`src/rtl/acc_alu_pkg.sv`:
```
package acc_alu_pkg;

    localparam int ACC_W  = 8;
    localparam int OP_W   = 5;
    localparam int FLAG_W = 5;

    typedef enum logic [OP_W-1:0] {
        OP_ADD  = 5'd0,
        OP_ADC  = 5'd1,
        OP_SUB  = 5'd2,
        OP_SBC  = 5'd3,
        OP_CMP  = 5'd4,
        OP_AND  = 5'd5,
        OP_BIT  = 5'd6,
        OP_OR   = 5'd7,
        OP_XOR  = 5'd8,
        OP_LOAD = 5'd9,
        OP_STOR = 5'd10,
        OP_CLR  = 5'd11,
        OP_COM  = 5'd12,
        OP_NEG  = 5'd13,
        OP_INC  = 5'd14,
        OP_DEC  = 5'd15,
        OP_TST  = 5'd16,
        OP_ASL  = 5'd17,
        OP_ASR  = 5'd18,
        OP_LSR  = 5'd19,
        OP_ROL  = 5'd20,
        OP_ROR  = 5'd21,
        OP_ADDW = 5'd22,
        OP_SUBW = 5'd23,
        OP_ASLW = 5'd24,
        OP_LSRW = 5'd25,
        OP_DAJ  = 5'd26,
        OP_MUL  = 5'd27
    } alu_op_e;

    typedef struct packed {
        logic h;
        logic n;
        logic z;
        logic v;
        logic c;
    } flags_t;

    typedef enum logic [1:0] {
        ST_IDLE      = 2'd0,
        ST_MUL_STEP  = 2'd1,
        ST_MUL_WRITE = 2'd2
    } seq_state_e;

endpackage

```
`src/rtl/acc_alu_unit8.sv`:
```
module acc_alu_unit8
    import acc_alu_pkg::*;
#(
    parameter int W = ACC_W
) (
    input  alu_op_e        op,
    input  logic [W-1:0]   acc,
    input  logic [W-1:0]   mem,
    input  flags_t         fin,
    output logic [W-1:0]   res,
    output flags_t         fout,
    output logic           wr_acc,
    output logic           hit
);

    localparam int HW = W / 2;
    localparam logic [W-1:0] SIGN_ONLY = {1'b1, {(W-1){1'b0}}};
    localparam logic [W-1:0] MAX_POS   = ~SIGN_ONLY;
    localparam logic [HW-1:0] NINE     = HW'(9);
    localparam logic [HW-1:0] EIGHT    = HW'(8);
    localparam logic [HW-1:0] SIX      = HW'(6);

    logic          cin;
    logic [W:0]    sum;
    logic [W:0]    diff;
    logic [HW:0]   half;
    logic [W-1:0]  r;
    logic          set_nz;
    logic          shift_v;
    logic          adj_lo;
    logic          adj_hi;

    assign cin  = fin.c & ((op == OP_ADC) | (op == OP_SBC));
    assign sum  = {1'b0, acc} + {1'b0, mem} + {{W{1'b0}}, cin};
    assign diff = {1'b0, acc} - {1'b0, mem} - {{W{1'b0}}, cin};
    assign half = {1'b0, acc[HW-1:0]} + {1'b0, mem[HW-1:0]} + {{HW{1'b0}}, cin};

    assign adj_lo = fin.h | (acc[HW-1:0] > NINE);
    assign adj_hi = fin.c | (acc[W-1:HW] > NINE) |
                    ((acc[W-1:HW] > EIGHT) & (acc[HW-1:0] > NINE));

    always_comb begin
        r       = acc;
        fout    = fin;
        wr_acc  = 1'b0;
        hit     = 1'b1;
        set_nz  = 1'b1;
        shift_v = 1'b0;
        unique case (op)
            OP_ADD, OP_ADC: begin
                r      = sum[W-1:0];
                fout.h = half[HW];
                fout.c = sum[W];
                fout.v = (acc[W-1] == mem[W-1]) & (r[W-1] != acc[W-1]);
                wr_acc = 1'b1;
            end
            OP_SUB, OP_SBC, OP_CMP: begin
                r      = diff[W-1:0];
                fout.c = diff[W];
                fout.v = (acc[W-1] != mem[W-1]) & (r[W-1] != acc[W-1]);
                wr_acc = (op != OP_CMP);
            end
            OP_AND, OP_BIT: begin
                r      = acc & mem;
                fout.v = 1'b0;
                wr_acc = (op == OP_AND);
            end
            OP_OR: begin
                r      = acc | mem;
                fout.v = 1'b0;
                wr_acc = 1'b1;
            end
            OP_XOR: begin
                r      = acc ^ mem;
                fout.v = 1'b0;
                wr_acc = 1'b1;
            end
            OP_LOAD: begin
                r      = mem;
                fout.v = 1'b0;
                wr_acc = 1'b1;
            end
            OP_STOR: begin
                r      = acc;
                fout.v = 1'b0;
            end
            OP_CLR: begin
                r      = '0;
                fout.v = 1'b0;
                fout.c = 1'b0;
                wr_acc = 1'b1;
            end
            OP_COM: begin
                r      = ~acc;
                fout.v = 1'b0;
                fout.c = 1'b1;
                wr_acc = 1'b1;
            end
            OP_NEG: begin
                r      = '0 - acc;
                fout.c = (acc != '0);
                fout.v = (acc == SIGN_ONLY);
                wr_acc = 1'b1;
            end
            OP_INC: begin
                r      = acc + 1'b1;
                fout.v = (acc == MAX_POS);
                wr_acc = 1'b1;
            end
            OP_DEC: begin
                r      = acc - 1'b1;
                fout.v = (acc == SIGN_ONLY);
                wr_acc = 1'b1;
            end
            OP_TST: begin
                r      = acc;
                fout.v = 1'b0;
                fout.c = 1'b0;
            end
            OP_ASL: begin
                r       = {acc[W-2:0], 1'b0};
                fout.c  = acc[W-1];
                shift_v = 1'b1;
                wr_acc  = 1'b1;
            end
            OP_ROL: begin
                r       = {acc[W-2:0], fin.c};
                fout.c  = acc[W-1];
                shift_v = 1'b1;
                wr_acc  = 1'b1;
            end
            OP_ASR: begin
                r       = {acc[W-1], acc[W-1:1]};
                fout.c  = acc[0];
                shift_v = 1'b1;
                wr_acc  = 1'b1;
            end
            OP_LSR: begin
                r       = {1'b0, acc[W-1:1]};
                fout.c  = acc[0];
                shift_v = 1'b1;
                wr_acc  = 1'b1;
            end
            OP_ROR: begin
                r       = {fin.c, acc[W-1:1]};
                fout.c  = acc[0];
                shift_v = 1'b1;
                wr_acc  = 1'b1;
            end
            OP_DAJ: begin
                r      = acc + {(adj_hi ? SIX : '0), (adj_lo ? SIX : '0)};
                fout.c = adj_hi;
                fout.v = 1'b0;
                wr_acc = 1'b1;
            end
            default: begin
                hit    = 1'b0;
                set_nz = 1'b0;
            end
        endcase
        if (set_nz) begin
            fout.n = r[W-1];
            fout.z = (r == '0);
        end
        if (shift_v) begin
            fout.v = fout.n ^ fout.c;
        end
        res = r;
    end

endmodule

```
`src/rtl/acc_alu_unit16.sv`:
```
module acc_alu_unit16
    import acc_alu_pkg::*;
#(
    parameter int W = ACC_W
) (
    input  alu_op_e          op,
    input  logic [2*W-1:0]   d,
    input  logic [2*W-1:0]   mem,
    input  flags_t           fin,
    output logic [2*W-1:0]   res,
    output flags_t           fout,
    output logic             hit
);

    localparam int DW = 2 * W;

    logic [DW:0]   sum;
    logic [DW:0]   diff;
    logic [DW-1:0] r;
    logic          shift_v;

    assign sum  = {1'b0, d} + {1'b0, mem};
    assign diff = {1'b0, d} - {1'b0, mem};

    always_comb begin
        r       = d;
        fout    = fin;
        hit     = 1'b1;
        shift_v = 1'b0;
        unique case (op)
            OP_ADDW: begin
                r      = sum[DW-1:0];
                fout.c = sum[DW];
                fout.v = (d[DW-1] == mem[DW-1]) & (r[DW-1] != d[DW-1]);
            end
            OP_SUBW: begin
                r      = diff[DW-1:0];
                fout.c = diff[DW];
                fout.v = (d[DW-1] != mem[DW-1]) & (r[DW-1] != d[DW-1]);
            end
            OP_ASLW: begin
                r       = {d[DW-2:0], 1'b0};
                fout.c  = d[DW-1];
                shift_v = 1'b1;
            end
            OP_LSRW: begin
                r       = {1'b0, d[DW-1:1]};
                fout.c  = d[0];
                shift_v = 1'b1;
            end
            default: hit = 1'b0;
        endcase
        if (hit) begin
            fout.n = r[DW-1];
            fout.z = (r == '0);
        end
        if (shift_v) begin
            fout.v = fout.n ^ fout.c;
        end
        res = r;
    end

endmodule

```
`src/rtl/acc_alu_mul.sv`:
```
module acc_alu_mul #(
    parameter int W = 8
) (
    input  logic             clk,
    input  logic             rst_n,
    input  logic             load,
    input  logic             step,
    input  logic [W-1:0]     mcand,
    input  logic [W-1:0]     mplier,
    output logic [2*W-1:0]   prod
);

    logic [W-1:0]   mc_q;
    logic [2*W-1:0] p_q;
    logic [W:0]     partial;

    assign partial = {1'b0, p_q[2*W-1:W]} + (p_q[0] ? {1'b0, mc_q} : '0);

    always_ff @(posedge clk or negedge rst_n) begin
        if (!rst_n) begin
            mc_q <= '0;
            p_q  <= '0;
        end else if (load) begin
            mc_q <= mcand;
            p_q  <= {{W{1'b0}}, mplier};
        end else if (step) begin
            p_q  <= {partial, p_q[W-1:1]};
        end
    end

    assign prod = p_q;

endmodule

```
`src/rtl/acc_alu.sv`:
```
module acc_alu
    import acc_alu_pkg::*;
#(
    parameter int W         = ACC_W,
    parameter int MUL_STEPS = ACC_W
) (
    input  logic              clk,
    input  logic              rst_n,
    input  logic              start_i,
    input  logic [OP_W-1:0]   op_i,
    input  logic              sel_b_i,
    input  logic [2*W-1:0]    operand_i,
    output logic [W-1:0]      acc_a_o,
    output logic [W-1:0]      acc_b_o,
    output logic [FLAG_W-1:0] ccr_o,
    output logic              busy_o,
    output logic              done_o
);

    localparam int CW = (MUL_STEPS > 1) ? $clog2(MUL_STEPS) : 1;
    localparam logic [CW-1:0] LAST_STEP = CW'(MUL_STEPS - 1);

    seq_state_e     state_q, state_d;
    alu_op_e        opc;
    logic           accept;
    logic [W-1:0]   a_q, b_q;
    flags_t         fl_q;
    logic           done_q;
    logic [CW-1:0]  cnt_q;

    logic [W-1:0]   src8;
    logic [W-1:0]   r8;
    flags_t         f8;
    logic           wr8, hit8;
    logic [2*W-1:0] r16;
    flags_t         f16;
    logic           hit16;
    logic           mul_load, mul_step;
    logic [2*W-1:0] prod;

    assign opc    = alu_op_e'(op_i);
    assign accept = start_i & (state_q == ST_IDLE);
    assign src8   = (opc == OP_DAJ) ? a_q : (sel_b_i ? b_q : a_q);

    acc_alu_unit8 #(.W(W)) u_unit8 (
        .op     (opc),
        .acc    (src8),
        .mem    (operand_i[W-1:0]),
        .fin    (fl_q),
        .res    (r8),
        .fout   (f8),
        .wr_acc (wr8),
        .hit    (hit8)
    );

    acc_alu_unit16 #(.W(W)) u_unit16 (
        .op   (opc),
        .d    ({a_q, b_q}),
        .mem  (operand_i),
        .fin  (fl_q),
        .res  (r16),
        .fout (f16),
        .hit  (hit16)
    );

    assign mul_load = accept & (opc == OP_MUL);
    assign mul_step = (state_q == ST_MUL_STEP);

    acc_alu_mul #(.W(W)) u_mul (
        .clk    (clk),
        .rst_n  (rst_n),
        .load   (mul_load),
        .step   (mul_step),
        .mcand  (a_q),
        .mplier (b_q),
        .prod   (prod)
    );

    // state register
    always_ff @(posedge clk or negedge rst_n) begin
        if (!rst_n) begin
            state_q <= ST_IDLE;
        end else begin
            state_q <= state_d;
        end
    end

    always_comb begin
        state_d = state_q;
        unique case (state_q)
            ST_IDLE:      if (mul_load) state_d = ST_MUL_STEP;
            ST_MUL_STEP:  if (cnt_q == LAST_STEP) state_d = ST_MUL_WRITE;
            ST_MUL_WRITE: state_d = ST_IDLE;
            default:      state_d = ST_IDLE;
        endcase
    end

    always_ff @(posedge clk or negedge rst_n) begin
        if (!rst_n) begin
            cnt_q <= '0;
        end else if (mul_load) begin
            cnt_q <= '0;
        end else if (mul_step) begin
            cnt_q <= cnt_q + 1'b1;
        end
    end

    // outputs and architectural state
    always_ff @(posedge clk or negedge rst_n) begin
        if (!rst_n) begin
            a_q    <= '0;
            b_q    <= '0;
            fl_q   <= '0;
            done_q <= 1'b0;
        end else begin
            done_q <= 1'b0;
            unique case (state_q)
                ST_IDLE: begin
                    if (accept && hit8) begin
                        fl_q   <= f8;
                        done_q <= 1'b1;
                        if (wr8) begin
                            if ((opc == OP_DAJ) || !sel_b_i) a_q <= r8;
                            else                             b_q <= r8;
                        end
                    end else if (accept && hit16) begin
                        fl_q   <= f16;
                        done_q <= 1'b1;
                        {a_q, b_q} <= r16;
                    end
                end
                ST_MUL_WRITE: begin
                    {a_q, b_q} <= prod;
                    fl_q.c     <= prod[W-1];
                    done_q     <= 1'b1;
                end
                default: ;
            endcase
        end
    end

    assign acc_a_o = a_q;
    assign acc_b_o = b_q;
    assign ccr_o   = fl_q;
    assign busy_o  = (state_q != ST_IDLE);
    assign done_o  = done_q;

endmodule

```
`config.mk`:
```
export PLATFORM = sky130hd
export DESIGN_NAME = acc_alu
export DESIGN_NICKNAME = d
export VERILOG_FILES = /design/src/rtl/acc_alu_pkg.sv /design/src/rtl/acc_alu_unit8.sv /design/src/rtl/acc_alu_unit16.sv /design/src/rtl/acc_alu_mul.sv /design/src/rtl/acc_alu.sv
export SDC_FILE = /design/constraint.sdc
export NUM_CORES = 1
export LEC_CHECK = 0
export ABC_AREA = 0
export BUFFER_PORTS_ARGS = -buffer_cell sky130_fd_sc_hd__buf_4
export CAP_MARGIN = 25
export CORE_ASPECT_RATIO = 2
export CORE_MARGIN = 4
export CORE_UTILIZATION = 65
export DETAILED_ROUTE_END_ITERATION = 8
export MAX_ROUTING_LAYER = met4
export PLACE_DENSITY = 0.92
export SKIP_CTS_REPAIR_TIMING = 1
export SLEW_MARGIN = 30
export SYNTH_ARGS = -nofsm -noshare
export SYNTH_HDL_FRONTEND = slang
export SYNTH_SLANG_ARGS = --single-unit
```
`constraint.sdc`:
```
create_clock -name clk -period 11.44 [get_ports clk]
set_input_delay 1.144 -clock clk [delete_from_list [all_inputs] [get_ports clk]]
set_output_delay 1.144 -clock clk [all_outputs]
set_load 0.03 [all_outputs]
```
; Word level (Yosys, flattened, before mapping)
; Cells that the tools add are included.
[op_classes]
n_reduce_logical = 36
bitwise_logic = 18
eq_ne = 49
magnitude_cmp = 3
mux = 44
add_sub_neg = 14
[op_table]
columns = op, count
row1 = $pmux 8 s17, 1
row2 = $mux 8, 11
row3 = $pmux 16 s4, 1
row4 = $eq 5x5->1 const B, 12
row5 = $eq 5x4->1 const B, 8
row6 = $mux 16, 2
row7 = $pmux 8 s2, 2
row8 = $reduce_or 23->1, 1
row9 = $eq 5x3->1 const B, 4
row10 = $add 16x16->17, 1
row11 = $sub 16x16->17, 1
row12 = $logic_not 16->1, 1
row13 = $reduce_and 4->1, 4
row14 = $reduce_or 16->1, 1
row15 = $gt 4x4->1 const B, 3
row16 = $mux 3, 4
row17 = $reduce_or 2->1, 6
row18 = $eq 5x2->1 const B, 2
row19 = $reduce_bool 2->1, 5
row20 = $reduce_or 10->1, 1
row21 = $add 8x8->9, 1
row22 = $add 8x9->9, 1
row23 = $add 9x1->9, 1
row24 = $mux 1, 9
row25 = other kinds (53), 81
[totals]
elab_cells = 176
regBits = 51

; Logic depth before layout (Yosys ltp)
[depth]
word_depth = 14
mapped_depth = 21
depth_no_buf = 19

; Hierarchy
; A second synthesis with hierarchy kept.
[hier_totals]
hier_cells = 1025
area_unflattened_um2 = 8027.7
[by_module_without_submodules]
columns = module, area_each_um2, seq_area_each_um2, cells_each, instances
row1 = acc_alu_unit8, 2797.7, 0.0, 395, 1
row2 = acc_alu_unit16, 2279.7, 0.0, 338, 1
row3 = acc_alu, 1581.5, 675.6, 163, 1
row4 = acc_alu_mul, 1368.8, 600.6, 129, 1

; Worst setup path after synthesis
; Ideal clock, no wire load.
[synth_path]
path_kind = input to register
from = in op_i[0]
to = reg fl_q, in the netlist ccr_o[1]
path_stages = 21
required_time_ps = 11312
path_buffers = 2
arrival_ps = 5309
path_slack_ps = 6003
cell_sequence = buf_6 nand2b_4 buf_6 o21ai_4 mux2i_2 inv_1 ha_1 o21ai_0 a211oi_1 a211oi_1 ha_1 a21o_1 a21o_1 o31ai_1 a22oi_1 a31oi_1 xnor2_1 a221o_1 xor2_1 a22oi_1 o41ai_2
[synth_via]
elab_chain_cells = 12
[synth_lines]
columns = item, line
row1 = start: declaration, acc_alu.sv:10  ; input logic [OP_W-1:0] op_i,
row2 = $eq 5x5->1, "acc_alu_unit8.sv:49, acc_alu.sv:43"
row3 = $mux 8, acc_alu.sv:43  ; assign src8 = (opc == OP_DAJ) ? a_q : (sel_b_i ? b_q : a_q);
row4 = "$gt 4x4->1, on equally long branches", "acc_alu_unit8.sv:39, acc_alu_unit8.sv:38, acc_alu_unit8.sv:40"
row5 = $or 1x1->1 or $and 1x1->1 (tied branches), "acc_alu_unit8.sv:39, acc_alu_unit8.sv:40"
row6 = $or 1x1->1, acc_alu_unit8.sv:39  ; assign adj_hi = fin.c | (acc[W-1:HW] > NINE) |
row7 = $mux 3, acc_alu_unit8.sv:151  ; r = acc + {(adj_hi ? SIX : '0), (adj_lo ? SIX : '0)};
row8 = $add 8x8->8, acc_alu_unit8.sv:151
row9 = $pmux 8 s17, acc_alu_unit8.sv:49  ; unique case (op)
row10 = $mux 2, acc_alu_unit8.sv:161  ; if (set_nz) begin
row11 = $xor 1x1->1, acc_alu_unit8.sv:166  ; fout.v = fout.n ^ fout.c;
row12 = $mux 1, acc_alu_unit8.sv:165  ; if (shift_v) begin
row13 = $mux 5, acc_alu.sv:119  ; if (accept && hit8) begin
row14 = end: declaration, acc_alu.sv:27  ; flags_t fl_q;
; Parallel ways exist; a longest one is shown, timed or not. The select of a mux whose other input is x is not followed.
; A chain may end at the register's enable or synchronous reset.

; Worst setup path in the final report
[layout_path]
from = in op_i[4]
to = reg fl_q, in the netlist ccr_o[1]
; The elaborated chain is that of the path after synthesis.

==> flow_metrics.env <==
export IMPL_status="finished, violations left"
export IMPL_violations="DRC"
export IMPL_grt_ovfl_total=0
export IMPL_tightest_slew_ns=0.9900
export IMPL_ir_worst_vdd_mv=0.1818
export IMPL_postPlaceCellArea_um2=7874
export IMPL_grt_pass1_vias=8883
export IMPL_hold_viol=0
export IMPL_cts_tree="yes"
export IMPL_path_class="input port to flop"
export IMPL_viasPerCell=7.754
export IMPL_final_antenna_net_count=0
export IMPL_fin_nets=1104
export IMPL_cp_end_kind="flop"
export IMPL_syn_to_final_growth_pct=6.645
export IMPL_start_kind="input port"
export IMPL_yosysSeqAreaShare=0.1690
export IMPL_cts_buffer_depth=2
export IMPL_fin_crit_ns=6.323
export IMPL_grt_max_degree=52
export IMPL_grt_usage=0.5018
export IMPL_mappedNetlistNets=1106
export IMPL_coreArea_um2=11350
export IMPL_critical_path_max_stage_delay_ns=0.66
export IMPL_synth_avg_cell_area_um2=7.484
export IMPL_cp_top_family="compound AO/OA/AOI/OAI gates"
export IMPL_route_detailed_drc=1
export IMPL_final_common_cell="nand2_1"
export IMPL_yosysWarningCount=0
export IMPL_fillers=937
export IMPL_synth_seq_cells=51
export IMPL_holdWs_ns=0.4998
export IMPL_cts_root_buf="clkbuf_16"
export IMPL_dp_hpwl_um=24660
export IMPL_skew_ns=0.01011
export IMPL_cap_viol_max_count=0
export IMPL_path_buf_inv=2
export IMPL_numPortBuffers=47
export IMPL_cts_buffers_inserted=5
export IMPL_firstDrtPassIters=9
export IMPL_routed_wl_um=33150
export IMPL_synth_edf_count=0
export IMPL_row_count=55
export IMPL_clk_latency_ns=0.30
export IMPL_power_density_nw_per_um2=249.4
export IMPL_synth_flop_cell="dfrtp_1"
export IMPL_path_clk_slew_ns=0.07
export IMPL_setup_viol_count_final=0
export IMPL_cts_htree_levels=2
export IMPL_synth_area_um2=7551
export IMPL_finalCritPeriodShare=0.5527
export IMPL_critPathRequiredTime_ns=11.61
export IMPL_ys_async_sr_fraction=1.000
export IMPL_num_antenna_cells=0
export IMPL_relSlewSlack=0.3376
export IMPL_max_clock_freq_ghz=0.1582
export IMPL_layout_drive_gt1_share=0.1141
export IMPL_die_area_um2=13510
export IMPL_grt_setup_unrepaired="no"
export IMPL_final_cell_mix="nand2_1, a21oi_1, nor2_1, ha_1, buf_4"
export IMPL_crit_chain="buf_4 > nand3b_4 > o21ai_4 > mux2i_2 > inv_1 > ha_1 > o21ai_0 > a211oi_1 > a211oi_1 > ha_1 > a21o_1 > a21o_1 > o31ai_1 > a22oi_1 > a31oi_1 > xnor2_1 > a221o_1 > xor2_1 > a22oi_1 > o41ai_2"
export IMPL_cp_max_fo=37
export IMPL_cts_sinks=51
export IMPL_p_leak_nw=3.432
export IMPL_cp_arrival_ns=6.49
export IMPL_pin_count=48
export IMPL_die_y_um=160.4
export IMPL_num_vias=8917
export IMPL_initial_core_util=0.6650
export IMPL_tns_ns=0
export IMPL_drt_iter0_drc=1329
export IMPL_syn_inst=1009
export IMPL_cp_slowest_cell="mux2i_2"
export IMPL_slew_viol_final=0
export IMPL_antenna_found_initial=0
export IMPL_grt_pass1_wl_um=50760
export IMPL_fin_area_um2=8053
export IMPL_wl_per_cell_um=28.83
export IMPL_ys_types=87
export IMPL_gp_congestion=1.103
export IMPL_die_width_um=84.22
export IMPL_holdCritPathClass="flop to flop"
-- worst register-to-register path: stages (launching register included) --
cell      delay (ns)
dfrtp_1         0.59
mux2i_2         0.64
inv_1           0.16
ha_1            0.21
o21ai_0         0.29
a211oi_1        0.12
a211oi_1        0.49
ha_1            0.34
a21o_1          0.19
a21o_1          0.21
o31ai_1         0.21
a22oi_1         0.16
a31oi_1         0.22
xnor2_1         0.10
a221o_1         0.41
xor2_1          0.19
a22oi_1         0.25
o41ai_2         0.09
-- cells by family after synthesis --
kind of cell | count (synthesis) | share of synthesized area
and+or+nand+nor | 334 | 0.2210
AOI/OAI and AO/OA | 364 | 0.3346
xor gates and xnor gates | 33 | 0.03828
DFF | 51 | 0.1690
muxes | 29 | 0.04242
buffers and inverters | 126 | 0.06744
adders and majority gates | 72 | 0.1273
-- path summary, 6_finish.rpt --
| check | from | end | slack (ns) | depth (start not counted) |
|---|---|---|---|---|
| max reg2reg | acc_b_o[0]$_DFFE_PN0P_ | ccr_o[1]$_DFFE_PN0P_ | 6.45 | 17 |
| min | cnt_q[0]$_DFFE_PN0P_ | cnt_q[0]$_DFFE_PN0P_ | 0.50 | 1 |
| min in group asynchronous | rst_n | u_mul.mc_q[0]$_DFFE_PN0P_ | 0.87 | 1 |
| min reg2reg | cnt_q[0]$_DFFE_PN0P_ | cnt_q[0]$_DFFE_PN0P_ | 0.50 | 1 |
| max | op_i[4] | ccr_o[1]$_DFFE_PN0P_ | 5.12 | 20 |
| max in group asynchronous | rst_n | ccr_o[0]$_DFFE_PN0P_ | 10.11 | 1 |
-- sequential cells by signal (all words and copies together), names as in the netlist --
signal,cells
ccr_o,5
cnt_q,3
state_q,2
acc_b_o,8
done_o,1
u_mul.mc_q,8
acc_a_o,8
u_mul.prod,16
-- metrics by stage --
| stage | utilization | std cells | total power [mW] | setup WS (ns) |
|---|---|---|---|---|
| global placement | 0.6934 | 1142 | 1.712 | 5.023 |
| global route | 0.7092 | 1150 | 2.114 | 4.754 |
| detailed placement | 0.6934 | 1142 | 1.739 | 4.932 |
| finish | 0.7092 | 1150 | 2.008 | 5.117 |
| floorplan | - | 1009 | 1.315 | 6.003 |
| CTS | 0.7085 | 1150 | 1.926 | 5.204 |
-- layout make-up --
class | count | area (um2) | share of cell area
tap | 142 | 177.7 | 0.02206
clock inverter | 3 | 46.29 | 0.005749
clock buffer | 5 | 125.1 | 0.01554
sequential | 51 | 1276 | 0.1585
multi-input combinational | 832 | 5778 | 0.7175
timing repair buffer | 56 | 420.4 | 0.05221
inverter | 61 | 229.0 | 0.02843
-- routing by layer --
metal / global-route usage / vias up / routed length [um]
met2: 0.8094 / 771 / 15730
met4: 0.4671 / 0 / 4356
met3: 0.1309 / 340 / 3341
met5: - / - / 0
met1: 0.4745 / 4037 / 9719
li1: - / 3769 / -
-- power by group --
part | switching [mW] | total [mW] | internal, mW
Sequential | 0.174 | 0.424 | 0.250
Combinational | 0.883 | 1.41 | 0.524
Clock | 0.0728 | 0.177 | 0.104
-- synth_stat cells (all sizes together), types with 9 or more instances --
master,n,share of area
nand2b,14,0.013
a21oi,84,0.056
nor4,11,0.0099
nor2,83,0.042
inv,60,0.030
o211ai,11,0.011
o21a,13,0.013
a222oi,11,0.015
or2,9,0.0075
a211oi,17,0.018
nor2b,15,0.012
and2,16,0.013
ha,64,0.11
a221oi,11,0.014
dfrtp,51,0.17
nand3,25,0.017
nor3,28,0.019
clkbuf,44,0.022
o22ai,22,0.018
nand2,90,0.045
buf,21,0.015
a31oi,13,0.011
a21o,20,0.020
a22oi,17,0.018
xnor2,25,0.029
o21ai,64,0.044
mux2,12,0.018
mux2i,17,0.025
Power figures use the tool's default switching activity.
